==> src/rtl/ss_pkg.sv <==
package ss_pkg;

  typedef enum logic [1:0] {
    ST_OPEN   = 2'd0,
    ST_CLOSED = 2'd1,
    ST_DONE   = 2'd2,
    ST_FAULT  = 2'd3
  } ssState_t;

  typedef struct packed {
    logic dutyInc;
    logic loadSp;
    logic stepSp;
  } ssStrobe_t;

  typedef struct packed {
    logic settled;
    logic atTarget;
    logic dutyAtMax;
  } ssFlags_t;

endpackage

==> src/rtl/ss_dpath.sv <==
module ss_dpath
  import ss_pkg::*;
#(
  parameter int VID_W      = 10,
  parameter int DUTY_W     = 8,
  parameter int DUTY_START = 4,
  parameter int DUTY_STEP  = 4,
  parameter int DUTY_MAX   = 64,
  parameter int STEP_LSB   = 4,
  parameter int WIN_LSB    = 2
) (
  input  logic              clk,
  input  logic              rstN,
  input  ssStrobe_t         strb,
  input  logic              adcValid,
  input  logic [VID_W-1:0]  adcSample,
  input  logic [VID_W-1:0]  targetVid,
  output ssFlags_t          flags,
  output logic [DUTY_W-1:0] duty,
  output logic [VID_W-1:0]  sp
);

  localparam logic [DUTY_W-1:0] DUTY_INIT = DUTY_W'(DUTY_START);
  localparam logic [DUTY_W:0]   DUTY_CAPX = (DUTY_W+1)'(DUTY_MAX);
  localparam logic [DUTY_W:0]   DUTY_INCX = (DUTY_W+1)'(DUTY_STEP);
  localparam logic [VID_W-1:0]  STEP_V    = VID_W'(STEP_LSB);
  localparam logic [VID_W-1:0]  WIN_V     = VID_W'(WIN_LSB);

  logic [DUTY_W:0]  dutySum;
  logic [DUTY_W-1:0] dutyNext;
  logic [VID_W-1:0] diff;
  logic [VID_W-1:0] gap;
  logic [VID_W-1:0] stepAmt;
  logic [VID_W-1:0] loadVal;

  always_comb begin
    dutySum  = {1'b0, duty} + DUTY_INCX;
    dutyNext = (dutySum > DUTY_CAPX) ? DUTY_CAPX[DUTY_W-1:0] : dutySum[DUTY_W-1:0];
    diff     = (adcSample >= sp) ? (adcSample - sp) : (sp - adcSample);
    gap      = (targetVid > sp) ? (targetVid - sp) : '0;
    stepAmt  = (gap < STEP_V) ? gap : STEP_V;
    loadVal  = (adcSample < targetVid) ? adcSample : targetVid;
    flags.settled   = adcValid && (diff <= WIN_V);
    flags.atTarget  = (sp >= targetVid);
    flags.dutyAtMax = ({1'b0, duty} >= DUTY_CAPX);
  end

  always_ff @(posedge clk or negedge rstN) begin
    if (!rstN) begin
      duty <= DUTY_INIT;
      sp   <= '0;
    end else begin
      if (strb.dutyInc) duty <= dutyNext;
      if (strb.loadSp)      sp <= loadVal;
      else if (strb.stepSp) sp <= sp + stepAmt;
    end
  end

  AST_DUTY_CAP: assert property (@(posedge clk) disable iff (!rstN)
    {1'b0, duty} <= DUTY_CAPX) else $error("duty above cap");

  AST_STEP_BOUND: assert property (@(posedge clk) disable iff (!rstN)
    strb.stepSp |=> (sp - $past(sp)) <= STEP_V) else $error("step too large");

  AST_NO_OVERSHOOT: assert property (@(posedge clk) disable iff (!rstN)
    strb.stepSp |=> sp <= $past(targetVid)) else $error("setpoint overshoot");

  AST_SP_HELD: assert property (@(posedge clk) disable iff (!rstN)
    (!strb.stepSp && !strb.loadSp) |=> $stable(sp)) else $error("setpoint moved");

endmodule

==> src/rtl/ss_ctrl.sv <==
module ss_ctrl
  import ss_pkg::*;
#(
  parameter int RAMP_INTERVAL  = 8,
  parameter int SETTLE_TIMEOUT = 32
) (
  input  logic      clk,
  input  logic      rstN,
  input  logic      adcValid,
  input  ssFlags_t  flags,
  output ssStrobe_t strb,
  output ssState_t  state
);

  localparam int RW = (RAMP_INTERVAL  > 1) ? $clog2(RAMP_INTERVAL)  : 1;
  localparam int TW = (SETTLE_TIMEOUT > 1) ? $clog2(SETTLE_TIMEOUT) : 1;
  localparam logic [RW-1:0] RAMP_LAST   = RW'(RAMP_INTERVAL - 1);
  localparam logic [TW-1:0] SETTLE_LAST = TW'(SETTLE_TIMEOUT - 1);

  ssState_t     stateNext;
  logic [RW-1:0] rampCnt, rampNext;
  logic [TW-1:0] settleCnt, settleNext;

  always_comb begin
    stateNext  = state;
    rampNext   = rampCnt;
    settleNext = settleCnt;
    strb       = '0;
    unique case (state)
      ST_OPEN: begin
        if (adcValid) begin
          strb.loadSp = 1'b1;
          settleNext  = '0;
          stateNext   = ST_CLOSED;
        end else if (rampCnt == RAMP_LAST) begin
          rampNext = '0;
          if (flags.dutyAtMax) stateNext = ST_FAULT;
          else                 strb.dutyInc = 1'b1;
        end else begin
          rampNext = rampCnt + 1'b1;
        end
      end
      ST_CLOSED: begin
        if (flags.settled) begin
          if (flags.atTarget) begin
            stateNext = ST_DONE;
          end else begin
            strb.stepSp = 1'b1;
            settleNext  = '0;
          end
        end else if (settleCnt == SETTLE_LAST) begin
          stateNext = ST_FAULT;
        end else begin
          settleNext = settleCnt + 1'b1;
        end
      end
      default: ;
    endcase
  end

  always_ff @(posedge clk or negedge rstN) begin
    if (!rstN) begin
      state     <= ST_OPEN;
      rampCnt   <= '0;
      settleCnt <= '0;
    end else begin
      state     <= stateNext;
      rampCnt   <= rampNext;
      settleCnt <= settleNext;
    end
  end

  AST_DONE_STICKY: assert property (@(posedge clk) disable iff (!rstN)
    (state == ST_DONE) |=> (state == ST_DONE)) else $error("done left");

  AST_FAULT_STICKY: assert property (@(posedge clk) disable iff (!rstN)
    (state == ST_FAULT) |=> (state == ST_FAULT)) else $error("fault left");

  AST_DONE_AT_TARGET: assert property (@(posedge clk) disable iff (!rstN)
    ($past(state) == ST_CLOSED && state == ST_DONE) |-> $past(flags.atTarget && flags.settled))
    else $error("done without settle at target");

  AST_LOAD_ONLY_OPEN: assert property (@(posedge clk) disable iff (!rstN)
    strb.loadSp |=> (state == ST_CLOSED)) else $error("load outside open phase");

endmodule

==> src/rtl/soft_start_ctl.sv <==
module soft_start_ctl
  import ss_pkg::*;
#(
  parameter int VID_W          = 10,
  parameter int DUTY_W         = 8,
  parameter int DUTY_START     = 4,
  parameter int DUTY_STEP      = 4,
  parameter int DUTY_MAX       = 64,
  parameter int RAMP_INTERVAL  = 8,
  parameter int STEP_LSB       = 4,
  parameter int WIN_LSB        = 2,
  parameter int SETTLE_TIMEOUT = 32
) (
  input  logic              clk,
  input  logic              rstN,
  input  logic              adcValid,
  input  logic [VID_W-1:0]  adcSample,
  input  logic [VID_W-1:0]  targetVid,
  output logic [DUTY_W-1:0] olDuty,
  output logic [VID_W-1:0]  setpoint,
  output logic              clActive,
  output logic              done,
  output logic              fault
);

  ssStrobe_t strb;
  ssFlags_t  flags;
  ssState_t  state;

  ss_ctrl #(
    .RAMP_INTERVAL (RAMP_INTERVAL),
    .SETTLE_TIMEOUT(SETTLE_TIMEOUT)
  ) u_ctrl (
    .clk     (clk),
    .rstN    (rstN),
    .adcValid(adcValid),
    .flags   (flags),
    .strb    (strb),
    .state   (state)
  );

  ss_dpath #(
    .VID_W     (VID_W),
    .DUTY_W    (DUTY_W),
    .DUTY_START(DUTY_START),
    .DUTY_STEP (DUTY_STEP),
    .DUTY_MAX  (DUTY_MAX),
    .STEP_LSB  (STEP_LSB),
    .WIN_LSB   (WIN_LSB)
  ) u_dpath (
    .clk      (clk),
    .rstN     (rstN),
    .strb     (strb),
    .adcValid (adcValid),
    .adcSample(adcSample),
    .targetVid(targetVid),
    .flags    (flags),
    .duty     (olDuty),
    .sp       (setpoint)
  );

  assign clActive = (state == ST_CLOSED);
  assign done     = (state == ST_DONE);
  assign fault    = (state == ST_FAULT);

  AST_DUTY_FROZEN: assert property (@(posedge clk) disable iff (!rstN)
    (state != ST_OPEN) |=> $stable(olDuty)) else $error("duty moved after open phase");

endmodule

==> config.mk <==
export PLATFORM = sky130hd
export DESIGN_NAME = soft_start_ctl
export DESIGN_NICKNAME = d
export VERILOG_FILES = /design/src/rtl/ss_pkg.sv /design/src/rtl/ss_dpath.sv /design/src/rtl/ss_ctrl.sv /design/src/rtl/soft_start_ctl.sv
export SDC_FILE = /design/constraint.sdc
export NUM_CORES = 1
export LEC_CHECK = 0
export BUFFER_PORTS_ARGS = -buffer_cell sky130_fd_sc_hd__buf_2
export CORE_ASPECT_RATIO = 1.5
export CORE_MARGIN = 3
export CORE_UTILIZATION = 40
export CTS_CLUSTER_SIZE = 28
export DETAILED_ROUTE_END_ITERATION = 10
export SETUP_SLACK_MARGIN = 0.1
export SLEW_MARGIN = 0
export SYNTH_ARGS = -nofsm -noshare
export SYNTH_HDL_FRONTEND = slang
export SYNTH_SLANG_ARGS = --single-unit
==> constraint.sdc <==
create_clock -name clk -period 12.9 [get_ports clk]
set_input_delay 1.935 -clock clk [delete_from_list [all_inputs] [get_ports clk]]
set_output_delay 1.935 -clock clk [all_outputs]
set_load 0.1 [all_outputs]
### After elaboration in Yosys (flattened, before gate mapping)

Index checks and enable logic that the tools add are counted.

| operators by class | value |
|---|---|
| add/sub/neg operators | 7 |
| order comparisons | 8 |
| equality and inequality tests | 12 |
| multiplexer cells | 28 |
| bitwise gates (word level) | 1 |
| reduce and logical (&&, ||, !) cells | 7 |

Operators by type and width:

| operator | number |
|---|---|
| 10-bit two-way mux | 6 |
| 10-bit subtractor | 3 |
| 10-bit greater-or-equal comparator | 2 |
| 5-bit two-way mux | 4 |
| 2-bit two-way mux | 7 |
| 3-bit != test (second input constant) | 4 |
| 10-bit adder | 1 |
| 10-bit > comparator | 1 |
| 10-bit by 2-bit less-or-equal comparator with 1-bit output (second input constant) | 1 |
| 10-bit less-than comparator | 1 |
| 10-bit by 3-bit less-than comparator with 1-bit output (second input constant) | 1 |
| 5-bit one-hot mux with 2 select lines | 1 |
| 8-bit by 3-bit adder with 9-bit output (second input constant) | 1 |
| 9-bit by 7-bit > comparator with 1-bit output (second input constant) | 1 |
| 8-bit by 7-bit greater-or-equal comparator with 1-bit output (second input constant) | 1 |
| 8-bit two-way mux | 1 |
| 1-bit two-way mux | 7 |
| 5-bit by 1-bit adder with 5-bit output (second input constant) | 1 |
| 5-bit equality test (second input constant) | 1 |
| 5-bit AND reduction | 1 |
| 2-bit equality test (second input constant) | 2 |
| 2-bit one-hot mux with 2 select lines | 1 |
| 4-bit AND reduction | 1 |
| 2-bit nonzero test | 2 |
| other kinds (11) | 11 |

| storage, ports and cells | value |
|---|---|
| register bits | 28 |
| input bits | 23 |
| output and inout bits | 21 |

### Logic depth before layout (Yosys ltp)

Gate-level depths: netlist of run 1.

| depth | value |
|---|---|
| depth in word-level cells | 8 |
| gate-level depth with buffers | 24 |
| mapped depth without buffers | 24 |

### Hierarchy

Synthesis of run 1 repeated with hierarchy kept, for this count alone.

| second synthesis, totals | value |
|---|---|
| cells, all modules | 425 |
| area, all modules | 3,595.9 µm² |

Modules (own cells, without submodules):

| module | times used | cells each | area an instance (µm²) | sequential area each (µm²) |
|---|---|---|---|---|
| ss_dpath | 1 | 365 | 2,956.6 | 401.6 |
| ss_ctrl | 1 | 57 | 616.8 | 250.2 |
| soft_start_ctl | 1 | 3 | 22.5 | 0.0 |

### Worst setup path before layout of run 1

No wires, ideal clock.

| path | value |
|---|---|
| kind | input -> register |
| start point | in targetVid[0] |
| end point | reg u_dpath.sp[8] |
| setup time | 138 ps |
| arrival | 5,561 ps |
| data required time | 12,762 ps |
| path slack | 7,201 ps |
| cell stages on the path | 22 |
| path buffers | 0 |
| path through | inv_1 > ha_1 > fa_1 > nor2b_1 > o21ai_0 > nand2b_1 > a31oi_1 > a21oi_1 > xor2_1 > or3_1 > a211o_1 > or2_2 > fa_1 > inv_1 > a21oi_1 > o21bai_1 > a21o_1 > a21o_1 > a31oi_1 > xnor2_1 > mux2i_1 > mux2i_1 |

| on the way | value |
|---|---|
| longest elaborated chain between the ends | 7 |
| elaborated cells between the ends (all ways) | 15 |

Ends and longest elaborated chain:

| what | line | RTL |
|---|---|---|
| from (decl) | soft_start_ctl.sv:18 | `input logic [VID_W-1:0] targetVid,` |
| 10-bit subtractor / 10-bit > comparator (equally long branches) | ss_dpath.sv:40 | `gap = (targetVid > sp) ? (targetVid - sp) : '0;` |
| 10-bit two-way mux | ss_dpath.sv:40 |  |
| 10-bit by 3-bit less-than comparator with 1-bit output | ss_dpath.sv:41 | `stepAmt = (gap < STEP_V) ? gap : STEP_V;` |
| 10-bit two-way mux | ss_dpath.sv:41 |  |
| 10-bit adder | ss_dpath.sv:55 | `else if (strb.stepSp) sp <= sp + stepAmt;` |
| 10-bit two-way mux | ss_dpath.sv:55 |  |
| 10-bit two-way mux | ss_dpath.sv:54 | `if (strb.loadSp) sp <= loadVal;` |
| to (signal assigned) | ss_dpath.sv:54 |  |
| to (signal assigned) | ss_dpath.sv:55 |  |
| to (decl) | ss_dpath.sv:20 | `output logic [VID_W-1:0] sp` |

Several ways; a longest one is shown, not always the timed one. The select of a mux whose other input is x is not followed.
A chain may end at the register's enable or synchronous reset.

### Worst setup path in the final report of run 1

| path | value |
|---|---|
| start point | in adcSample[4] |
| end point | reg u_dpath.sp[1] |

| on the way | value |
|---|---|
| longest elaborated chain between the ends | 7 |
| elaborated cells between the ends (all ways) | 12 |

Ends and longest elaborated chain:

| what | line | RTL |
|---|---|---|
| from (decl) | soft_start_ctl.sv:17 | `input logic [VID_W-1:0] adcSample,` |
| 10-bit subtractor / 10-bit greater-or-equal comparator (equally long branches) | ss_dpath.sv:39 | `diff = (adcSample >= sp) ? (adcSample - sp) : (sp - adcSample);` |
| 10-bit two-way mux | ss_dpath.sv:39 |  |
| 10-bit by 2-bit less-or-equal comparator with 1-bit output | ss_dpath.sv:43 | `flags.settled = adcValid && (diff <= WIN_V);` |
| 1-bit logical AND | ss_dpath.sv:43 |  |
| 1-bit two-way mux | ss_ctrl.sv:44 | `if (flags.settled) begin` |
| 1-bit two-way mux | ss_ctrl.sv:29 | `unique case (state)` |
| 2-bit nonzero test (no source line) | - |  |

Several ways; a longest one is shown, not always the timed one.

==> key figures, run 1 <==
Worst setup path
  • Worst-path maximum fanout: 12
  • CP max-delay cell: a2111oi_4
  • Setup Crit Path Kind: input port to register
  • Crit-path cells: buf_2 -> inv_1 -> ha_1 -> inv_1 -> o32a_1 -> o211ai_1 -> a2111oi_0 -> or4b_1 -> or3_4 -> a2111oi_4 -> mux2i_1 -> mux2_2
  • Critical path depth: 12
  • Worst Path Buf+Inv: 3
  • Crit-path leading delay family: compound AO/OA/AOI/OAI gates
  • Crit-path most repeated cell: inv_1
  • Crit. End Element: register
  • Critical Path Sink: u_dpath.sp[1]$_DFFE_PN0P_
  • Worst EP required: 13.06 ns
  • Worst Setup SP: adcSample[4]
  • Setup crit start kind: input port
  • Slowest stage delay, CP: 0.97 ns
  • Worst r2r src: u_dpath.sp[1]$_DFFE_PN0P_
  • Cell depth of the worst flop-to-flop path: 21
  • RR Endpoint: u_dpath.sp[9]$_DFFE_PN0P_
  • Arrival time at the worst endpoint: 6.09 ns
  • R2R Setup Slk: 8.17 ns

Yosys
  • Distinct cells, synth: 71
  • Post-synth ARST share: 1.00
  • Average cell area after synthesis: 8.30 um2
  • Mapped Area: 3630 um2
  • Yosys reg bits: 26
  • Ys Warns: 0
  • Post-synth top flop: dfrtp_1
  • Cell count after synthesis: 437
  • Number of flops mapped to enable cells by yosys: 0
  • Post-synthesis sequential area ratio: 0.180

STA
  • Tcrit/Tclk final: 0.460
  • Max Clk Rate: 0.168 GHz
  • Final number of hold-violating endpoints: 0
  • Clock skew: 0.00613 ns
  • Endpoints failing setup: 0
  • Setup TNS: 0 ns
  • Max-slew violation total from the final report: 0
  • Worst-margin pin slew: 1.04 ns
  • RSZ-0062 raised after global routing: no
  • Min cycle time layout: 5.94 ns
  • Relative slew slack: 0.305

Run
  • Max Cap Viol: 0

Power and ir drop
  • Sw frac: 0.550
  • Final Power: 841 uW
  • Cell Pwr Density: 210 nW/um2
  • Clock share of power: 0.112
  • Worst vdd ir: 133 uV
  • P_int: 378 uW
  • Seq pwr share: 0.166
  • Combinational Power Share: 0.722
  • Leakage: 0.00192 uW
  • P_sw: 463 uW

CTS
  • Postcts setup bufs: 0
  • H-Tree Depth: 1
  • CTS Hold Bufs: 0
  • Clock Sinks: 26
  • CTS Buffer Depth: 2
  • CTS tree: done
  • Clock root buffer: clkbuf_16
  • Clock buffer count from CTS: 3
  • Clock insertion delay at the later pin of the skew report: 0.27 ns
  • Post-cts gate resize count: 0
  • Worst-path clk slew: 0.07 ns

Die
  • Die area: 10,300 um2
  • Die width: 83.7 um
  • Starting Density: 0.421
  • IO Pins: 44
  • Die extent in y: 123 um
  • Core Region: 8620 um2
  • Rows: 41

Cells and area
  • Antenna Cells: 0
  • Filler cell count: 914
  • Most common cell after layout, fill and taps aside: ha_1
  • Multi-input logic area: 2710 um2
  • Register Area: 652 um2
  • Most frequent cells in the layout: 53 x ha_1, 46 x inv_1, 41 x buf_2, 35 x a21oi_1, 29 x o21ai_0
  • # nets final: 558
  • Layout cells sized above 1: 0.143
  • Fin util: 0.464
  • Area Growth Syn to Fin: 10.2%

Min path
  • Hold/Removal Path Class: register to register

Route
  • Total number of vias: 3,322
  • Via density: 5.69
  • Drt first pass iters: 4
  • Final WL: 9390 um
  • Post-route DRC: 0
  • Routed len/inst: 16.1 um
  • Final ANT Viol Nets: 0
  • Iter 0 DRT Violations: 121

Placement
  • Placer Congestion: 0.929
  • Port Buffers: 41
  • DP HPWL: 7800 um

Global routing
  • Largest net degree at the start of global routing: 27
  • Initial antenna violation count: 0
  • Grt ovf: 0
  • First-pass GRT wire length: 15,300 um
  • Vias in the first global route: 3,239
  • GRT Total Usage: 0.184

Outcome
  • Status: completed
## stage by stage
stage          std cells  worst slack, ns  cell area [um2]  hold WS, ns
2_1_floorplan        444             7.20             3650        0.473
3_3_place_gp         580             6.70             3890        0.426
3_5_place_dp         580             6.63             3890        0.440
4_1_cts              584             6.89             4000        0.456
5_1_grt              584             6.68             4000        0.484
6_report             584             6.96             4000        0.450
## how the worst min path moves through the flow
stage | from | end | slack [ns] | cells after the start
6_report | u_dpath.duty[7]$_DFFE_PN0P_ | u_dpath.duty[7]$_DFFE_PN0P_ | 0.45 | 0
5_1_grt | u_dpath.duty[7]$_DFFE_PN0P_ | u_dpath.duty[7]$_DFFE_PN0P_ | 0.48 | 0
4_1_cts | u_dpath.duty[7]$_DFFE_PN0P_ | u_dpath.duty[7]$_DFFE_PN0P_ | 0.46 | 0
3_5_place_dp | u_dpath.duty[7]$_DFFE_PN0P_ | u_dpath.duty[7]$_DFFE_PN0P_ | 0.44 | 0
3_3_place_gp | u_dpath.duty[7]$_DFFE_PN0P_ | u_dpath.duty[7]$_DFFE_PN0P_ | 0.43 | 0
2_1_floorplan | u_ctrl.settleCnt[4]$_DFFE_PN0P_ | u_ctrl.settleCnt[4]$_DFFE_PN0P_ | 0.47 | 1
## Yosys cell counts, types with 5 or more instances
cell type   n  area [um2]
a31oi_1     7        43.8
nand3_1     9        45.0
xnor2_1     7        61.3
nand2b_1    7        43.8
inv_1      46         173
mux2i_1    20         200
o21a_1      6        45.0
nor2_1     25        93.8
a21oi_1    35         175
a21o_1     11        82.6
dfrtp_1    25         626
o21ai_0    29         145
nor2b_1     9        56.3
nor3_1      6        30.0
nand2_1    28         105
ha_1       53         663
xor2_1      5        43.8
and3_1      5        31.3
o31ai_1     6        45.0
mux2_2      5        56.3
## metal layers
metal	vias to the layer above	track usage	share of wire
met2	53	0.349	0.52
met5	-	0	0
li1	1658	-	-
met4	0	0.0724	0.034
met1	1594	0.210	0.42
met3	17	0.0168	0.023
## kinds of logic (layout without fill, tap and decap cells)
kind of cell,after synthesis,count (layout),share of synthesized area
AO/OA/AOI/OAI,139,139,0.263
AND/OR/NAND/NOR,117,117,0.170
buffers and inverters,60,93,0.0807
adder cells (fa/ha/maj),57,57,0.205
flip-flops,26,26,0.180
multiplexers,25,25,0.0707
XOR/XNOR,12,12,0.0290
other,1,8,0.00103
## power by group through the flow
| stage | Combinational (uW) | Sequential (uW) | Clock, uW |
|---|---|---|---|
| after floorplan | 407 | 223 | 0 |
| after global placement | 597 | 141 | 0 |
| after detailed placement | 604 | 141 | 0 |
| after CTS | 605 | 140 | 96.6 |
| after global routing | 663 | 144 | 99.1 |
| final | 607 | 140 | 94.0 |
## registers in the layout (all words and copies together) (netlist names)
name	flops
u_dpath.duty	6
u_dpath.sp	10
u_ctrl.settleCnt	5
u_ctrl.rampCnt	3
u_ctrl.state	2
## cell type report
type                       count  share of cell area
clock inverter                 1             0.00751
sequential                    26               0.163
clock buffer                   3              0.0188
inverter                      46              0.0432
timing repair buffer          43              0.0551
tap                          107              0.0335
multi-input combinational    358               0.679
(Power assumes the default switching activity.)
==> inputs of run 2 (changes only) <==
==> constraint.sdc (replaced) <==
create_clock -name clk -period 5.7 [get_ports clk]
set_input_delay 0.855 -clock clk [delete_from_list [all_inputs] [get_ports clk]]
set_output_delay 0.855 -clock clk [all_outputs]
set_load 0.1 [all_outputs]
==> run 2 against run 1 <==
  * Clock power increased by 130%
  * Final cell count increased by 0.17%
  * Via count increased by 0.27%
  * Flip-flop and latch count unchanged
  * First-iteration DRC count increased by 0.83%
  * Critical path depth increased by 11
  * Critical endpoint is now u_dpath.sp[8]$_DFFE_PN0P_
  * Largest cell class unchanged
==> key figures, run 2 (synthesized netlist as in run 1, its figures left out) <==
Route
  • Iter 0 DRT Violations: 122
  • Final ANT Viol Nets: 0
  • Via density: 5.69
  • Total number of vias: 3,331
  • Post-route DRC: 0
  • Drt first pass iters: 4
  • Routed len/inst: 15.8 um
  • Final WL: 9220 um

Worst setup path
  • Worst Path Buf+Inv: 3
  • Crit-path cells: buf_2 -> inv_1 -> ha_1 -> fa_1 -> nor2b_1 -> o21ai_0 -> nand2b_1 -> a31oi_1 -> a21oi_1 -> xor2_1 -> or3_1 -> a211o_1 -> or2_2 -> fa_1 -> inv_1 -> a21oi_1 -> o21bai_1 -> a21o_1 -> a21o_1 -> a31oi_1 -> xnor2_1 -> mux2i_1 -> mux2i_1
  • Worst-path maximum fanout: 4
  • Arrival time at the worst endpoint: 4.90 ns
  • Setup Crit Path Kind: input port to register
  • Worst r2r src: u_dpath.sp[1]$_DFFE_PN0P_
  • Crit. End Element: register
  • Critical path depth: 23
  • Setup crit start kind: input port
  • Cell depth of the worst flop-to-flop path: 21
  • CP max-delay cell: fa_1
  • Worst EP required: 5.85 ns
  • RR Endpoint: u_dpath.sp[8]$_DFFE_PN0P_
  • R2R Setup Slk: 0.98 ns
  • Crit-path leading delay family: compound AO/OA/AOI/OAI gates
  • Slowest stage delay, CP: 0.42 ns

Cells and area
  • Filler cell count: 893
  • Largest register by flop count: u_dpath.sp
  • Most frequent cells in the layout: 53 x ha_1, 46 x inv_1, 41 x buf_2, 35 x a21oi_1, 29 x o21ai_0
  • Fin util: 0.465
  • Finished Cell Area: 4000 um2
  • Area Growth Syn to Fin: 10.4%
  • # nets final: 559
  • Max FFs per register: 10
  • Antenna Cells: 0
  • Largest regs: u_dpath.sp: 10 flops, u_dpath.duty: 6 flops, u_ctrl.settleCnt: 5 flops
  • Most common cell after layout, fill and taps aside: ha_1
  • Layout cells sized above 1: 0.144

STA
  • Clock skew: 0.00422 ns
  • Min cycle time layout: 4.75 ns
  • Setup TNS: 0 ns
  • Relative slew slack: 0.520
  • RSZ-0062 raised after global routing: no
  • Final number of hold-violating endpoints: 0
  • Tcrit/Tclk final: 0.833
  • Endpoints failing setup: 0
  • Worst-margin pin slew: 0.714 ns
  • Max Clk Rate: 0.211 GHz
  • Max-slew violation total from the final report: 0

Power and ir drop
  • Final Power: 1900 uW
  • Leakage: 0.00193 uW
  • Worst vdd ir: 357 uV
  • Clock share of power: 0.112
  • Sw frac: 0.549
  • Combinational Power Share: 0.721
  • Seq pwr share: 0.167
  • Cell Pwr Density: 473 nW/um2
  • P_sw: 1040 uW
  • P_int: 855 uW

CTS
  • H-Tree Depth: 1
  • CTS tree: done
  • Post-cts gate resize count: 0
  • Postcts setup bufs: 0
  • Clock insertion delay at the later pin of the skew report: 0.27 ns
  • Clock Sinks: 26
  • Worst-path clk slew: 0.07 ns
  • CTS Buffer Depth: 2
  • Clock buffer count from CTS: 3
  • Clock root buffer: clkbuf_16
  • CTS Hold Bufs: 0

Min path
  • WHS Path Cells: 0
  • Hold EP: u_dpath.duty[7]$_DFFE_PN0P_
  • Hold/Removal Path Class: register to register
  • Hold path start: u_dpath.duty[7]$_DFFE_PN0P_

Global routing
  • Grt ovf: 0
  • Initial antenna violation count: 0
  • First-pass GRT wire length: 14,900 um
  • GRT Total Usage: 0.179
  • Largest net degree at the start of global routing: 27
  • Vias in the first global route: 3,190

Placement
  • DP HPWL: 7690 um
  • DP Area: 3900 um2
  • Port Buffers: 41
  • Placer Congestion: 0.883

Die
  • Die extent in y: 123 um
  • Core Region: 8620 um2
  • Die area: 10,300 um2
  • IO Pins: 44
  • Rows: 41
  • Die width: 83.7 um
  • Starting Density: 0.421

Outcome
  • Status: completed

Run
  • Max Cap Viol: 0
-- run 2: cell count changes in the layout (fill, tap and decap cells not counted) --
cell   change
buf_4      +1
-- run 2: worst reg2reg max path, stage by stage (launching register included) --
cell and delay [ns]:
dfrtp_1 0.51, inv_1 0.22, ha_1 0.36, nor2b_1 0.14, o21ai_0 0.20, a21oi_1 0.13
o21ai_0 0.24, nor2b_1 0.20, o21ai_0 0.12, or3_1 0.39, a211o_1 0.30, or2_2 0.30
fa_1 0.42, inv_1 0.07, a21oi_1 0.05, o21bai_1 0.19, a21o_1 0.15, a21o_1 0.14
a31oi_1 0.10, xnor2_1 0.13, mux2i_1 0.14, mux2i_1 0.08
-- run 2: worst max path at each step --
| stage | endpoint | slack (ns) | startpoint |
|---|---|---|---|
| 6_report | u_dpath.sp[8]$_DFFE_PN0P_ | 0.95 | targetVid[0] |
| 5_1_grt | u_dpath.sp[8]$_DFFE_PN0P_ | 0.63 | u_dpath.sp[1]$_DFFE_PN0P_ |
| 4_1_cts | u_dpath.sp[8]$_DFFE_PN0P_ | 0.96 | targetVid[0] |
| 3_5_place_dp | u_dpath.sp[8]$_DFFE_PN0P_ | 0.66 | targetVid[0] |
| 3_3_place_gp | u_dpath.sp[8]$_DFFE_PN0P_ | 0.77 | targetVid[0] |
| 2_1_floorplan | u_dpath.sp[8]$_DFFE_PN0P_ | 0.77 | u_dpath.sp[1]$_DFFE_PN0P_ |
-- run 2: layout make-up --
type,instances,area [um2],area share
clock inverter,1,30.0,0.00750
sequential,26,652,0.163
tap,107,134,0.0334
inverter,46,173,0.0431
multi-input combinational,358,2710,0.677
timing repair buffer,44,228,0.0569
clock buffer,3,75.1,0.0188
-- run 2: through the flow --
| step | hold WS (ns) | cells | worst slack, ns |
|---|---|---|---|
| CTS | 0.442 | 585 | 0.958 |
| global placement | 0.425 | 581 | 0.768 |
| finish | 0.443 | 585 | 0.951 |
| global route | 0.490 | 585 | 0.630 |
| detailed placement | 0.427 | 581 | 0.662 |
| floorplan | 0.473 | 444 | 0.772 |
-- run 2: power groups by stage --
| stage | combinational [uW] | clock [uW] | sequential [uW] |
|---|---|---|---|
| final | 1370 | 212 | 317 |
| after global routing | 1490 | 222 | 329 |
| after CTS | 1360 | 217 | 317 |
| after detailed placement | 1360 | 0 | 321 |
| after global placement | 1340 | 0 | 317 |
| after floorplan | 920 | 0 | 504 |
-- run 2: layer usage --
layer	share of wire	global-route usage	up-vias	routed length, um
met1	0.41	0.205	1584	3800
met4	0.034	0.0724	0	318
met3	0.028	0.0168	16	259
li1	-	-	1661	-
met2	0.53	0.339	70	4850
met5	0	0	-	0
==> inputs of run 3 (changes only) <==
==> constraint.sdc (replaced) <==
create_clock -name clk -period 4.2 [get_ports clk]
set_input_delay 0.63 -clock clk [delete_from_list [all_inputs] [get_ports clk]]
set_output_delay 0.63 -clock clk [all_outputs]
set_load 0.1 [all_outputs]
==> run 3 against run 2 <==
  * The flow now finishes with violations (setup timing)
  * First-iteration DRC count up 45%
  * Via count up 5.5%
  * Clock skew down 0.0017 ns
  * Non-clock buffer count up 46
  * Die area unchanged
  * Critical endpoint unchanged
  * Highest routed layer unchanged
==> key figures, run 3 (synthesized netlist as in run 1, its figures left out) <==
CTS
  • Clock insertion delay at the later pin of the skew report: 0.26 ns
  • Clock root buffer: clkbuf_16
  • Clock buffer count from CTS: 3
  • Worst-path clk slew: 0.07 ns
  • CTS tree: done
  • CTS Hold Bufs: 0
  • H-Tree Depth: 1
  • CTS Buffer Depth: 2
  • Clock Sinks: 26

STA
  • Clock skew: 0.00254 ns
  • Max Clk Rate: 0.237 GHz
  • Endpoints failing setup: 2
  • Tcrit/Tclk final: 1.00
  • Min cycle time layout: 4.22 ns
  • Relative slew slack: 0.463
  • Hold slack: 0.375 ns
  • Worst-margin pin slew: 0.801 ns
  • Setup WS post-layout: -0.0207 ns
  • RSZ-0062 raised after global routing: yes
  • Final number of hold-violating endpoints: 0
  • Max-slew violation total from the final report: 0

Power and ir drop
  • P_sw: 1520 uW
  • Leakage: 0.00213 uW
  • Clock share of power: 0.082
  • Final Power: 2870 uW
  • Seq pwr share: 0.153
  • Sw frac: 0.529
  • Worst vdd ir: 358 uV
  • Cell Pwr Density: 645 nW/um2
  • Combinational Power Share: 0.765
  • P_int: 1350 uW

Die
  • IO Pins: 44
  • Core Region: 8620 um2
  • Die extent in y: 123 um
  • Rows: 41
  • Die area: 10,300 um2
  • Die width: 83.7 um
  • Starting Density: 0.421

Cells and area
  • Most frequent cells in the layout: 51 x ha_1, 48 x buf_4, 42 x inv_1, 40 x buf_2, 30 x a21oi_1
  • Filler cell count: 870
  • Max FFs per register: 10
  • Area Growth Syn to Fin: 22.7%
  • # nets final: 605
  • Final std cells w/o fill: 631
  • Largest register by flop count: u_dpath.sp
  • Antenna Cells: 0
  • Most common cell after layout, fill and taps aside: ha_1
  • Fin util: 0.516
  • Largest regs: u_dpath.sp: 10 flops, u_dpath.duty: 6 flops, u_ctrl.settleCnt: 5 flops
  • Layout cells sized above 1: 0.277

Route
  • Total number of vias: 3,515
  • Final WL: 10,700 um
  • Routed len/inst: 16.9 um
  • Via density: 5.57
  • Drt first pass iters: 4
  • Iter 0 DRT Violations: 177
  • Post-route DRC: 0
  • Final ANT Viol Nets: 0

Placement
  • Port Buffers: 41
  • Placed Cells: 623
  • Pre-CTS WS: -0.275 ns
  • DP HPWL: 8880 um
  • Placer Congestion: 0.907

Outcome
  • Failing checks: setup timing
  • Status: finished with violations

Global routing
  • Grt ovf: 0
  • Initial antenna violation count: 0
  • First-pass GRT wire length: 17,400 um
  • GRT Total Usage: 0.208
  • Largest net degree at the start of global routing: 27
  • Vias in the first global route: 3,607

Worst setup path
  • Worst r2r src: u_dpath.sp[0]$_DFFE_PN0P_
  • Worst Setup SP: u_dpath.sp[0]$_DFFE_PN0P_
  • Setup crit start kind: register
  • Cell depth of the worst flop-to-flop path: 23
  • Worst EP required: 4.35 ns
  • Setup Crit Path Kind: register to register
  • Crit. End Element: register
  • Worst-path maximum fanout: 3
  • Arrival time at the worst endpoint: 4.37 ns

Min path
  • Hold/Removal Path Class: input port to asynchronous set/reset pin

Run
  • Max Cap Viol: 0
## run 3: path summary, 6_finish.rpt
path                                                     to  slack [ns]
worst max-delay path              u_dpath.sp[8]$_DFFE_PN0P_       -0.02
worst min-delay path            u_dpath.duty[5]$_DFFE_PN0P_        0.38
worst max register to register    u_dpath.sp[8]$_DFFE_PN0P_       -0.02
worst min register to register  u_dpath.duty[7]$_DFFE_PN0P_        0.46
max in group asynchronous         u_dpath.sp[2]$_DFFE_PN0P_        3.37
min in group clk                u_dpath.duty[7]$_DFFE_PN0P_        0.46
## run 3: power by group through the flow
stage          clock [uW]  combinational (uW)  sequential [uW]
6_report              236                2200              438
5_1_grt               256                2380              447
4_1_cts               246                2120              437
3_5_place_dp            0                2110              441
3_3_place_gp            0                2090              439
2_1_floorplan           0                1260              710
## run 3: per-layer routing
| metal | up-vias | wire length [um] | part of all wire | GRT usage |
|---|---|---|---|---|
| met2 | 56 | 6000 | 0.56 | 0.417 |
| met3 | 19 | 214 | 0.020 | 0.0154 |
| li1 | 1753 | - | - | - |
| met1 | 1687 | 4170 | 0.39 | 0.228 |
| met4 | 0 | 297 | 0.028 | 0.0654 |
| met5 | - | 0 | 0 | 0 |
## run 3: area by class of cell
cell class / count / area [um2] / share of cell area
repair buffers: 90 / 592 / 0.133
well taps: 107 / 134 / 0.0301
clock buffers: 4 / 88.8 / 0.0200
inverters: 46 / 175 / 0.0394
multi-input cells: 358 / 2780 / 0.625
flip-flops and latches: 26 / 677 / 0.152
## run 3: repair_timing
action,4_1_cts,5_1_grt
resized for setup,1,18
pin swaps,2,17
buffers inserted,0,4
setup endpoints to repair,2,8
## run 3: worst max-delay path, cell delays in order, from the launching register on
cell,delay [ns]
dfrtp_4,0.50
ha_4,0.17
fa_2,0.35
nor2b_2,0.11
o21ai_1,0.06
nand2b_1,0.10
a31oi_2,0.10
a21oi_2,0.21
xor2_1,0.09
or3_4,0.39
a211o_1,0.33
nor2_2,0.12
ha_2,0.19
inv_2,0.04
fa_2,0.34
inv_2,0.06
a21oi_2,0.04
o21bai_1,0.19
a21o_1,0.13
a21o_1,0.13
a31oi_1,0.09
xnor2_1,0.13
mux2i_1,0.13
mux2i_1,0.08
## run 3: through the flow
stage | area (um2) | TNS, ns
final | 4450 | -0.0213
after global routing | 4450 | -0.937
after CTS | 4360 | 0
after detailed placement | 4280 | -0.637
after global placement | 4280 | -0.417
after floorplan | 3700 | -0.00556
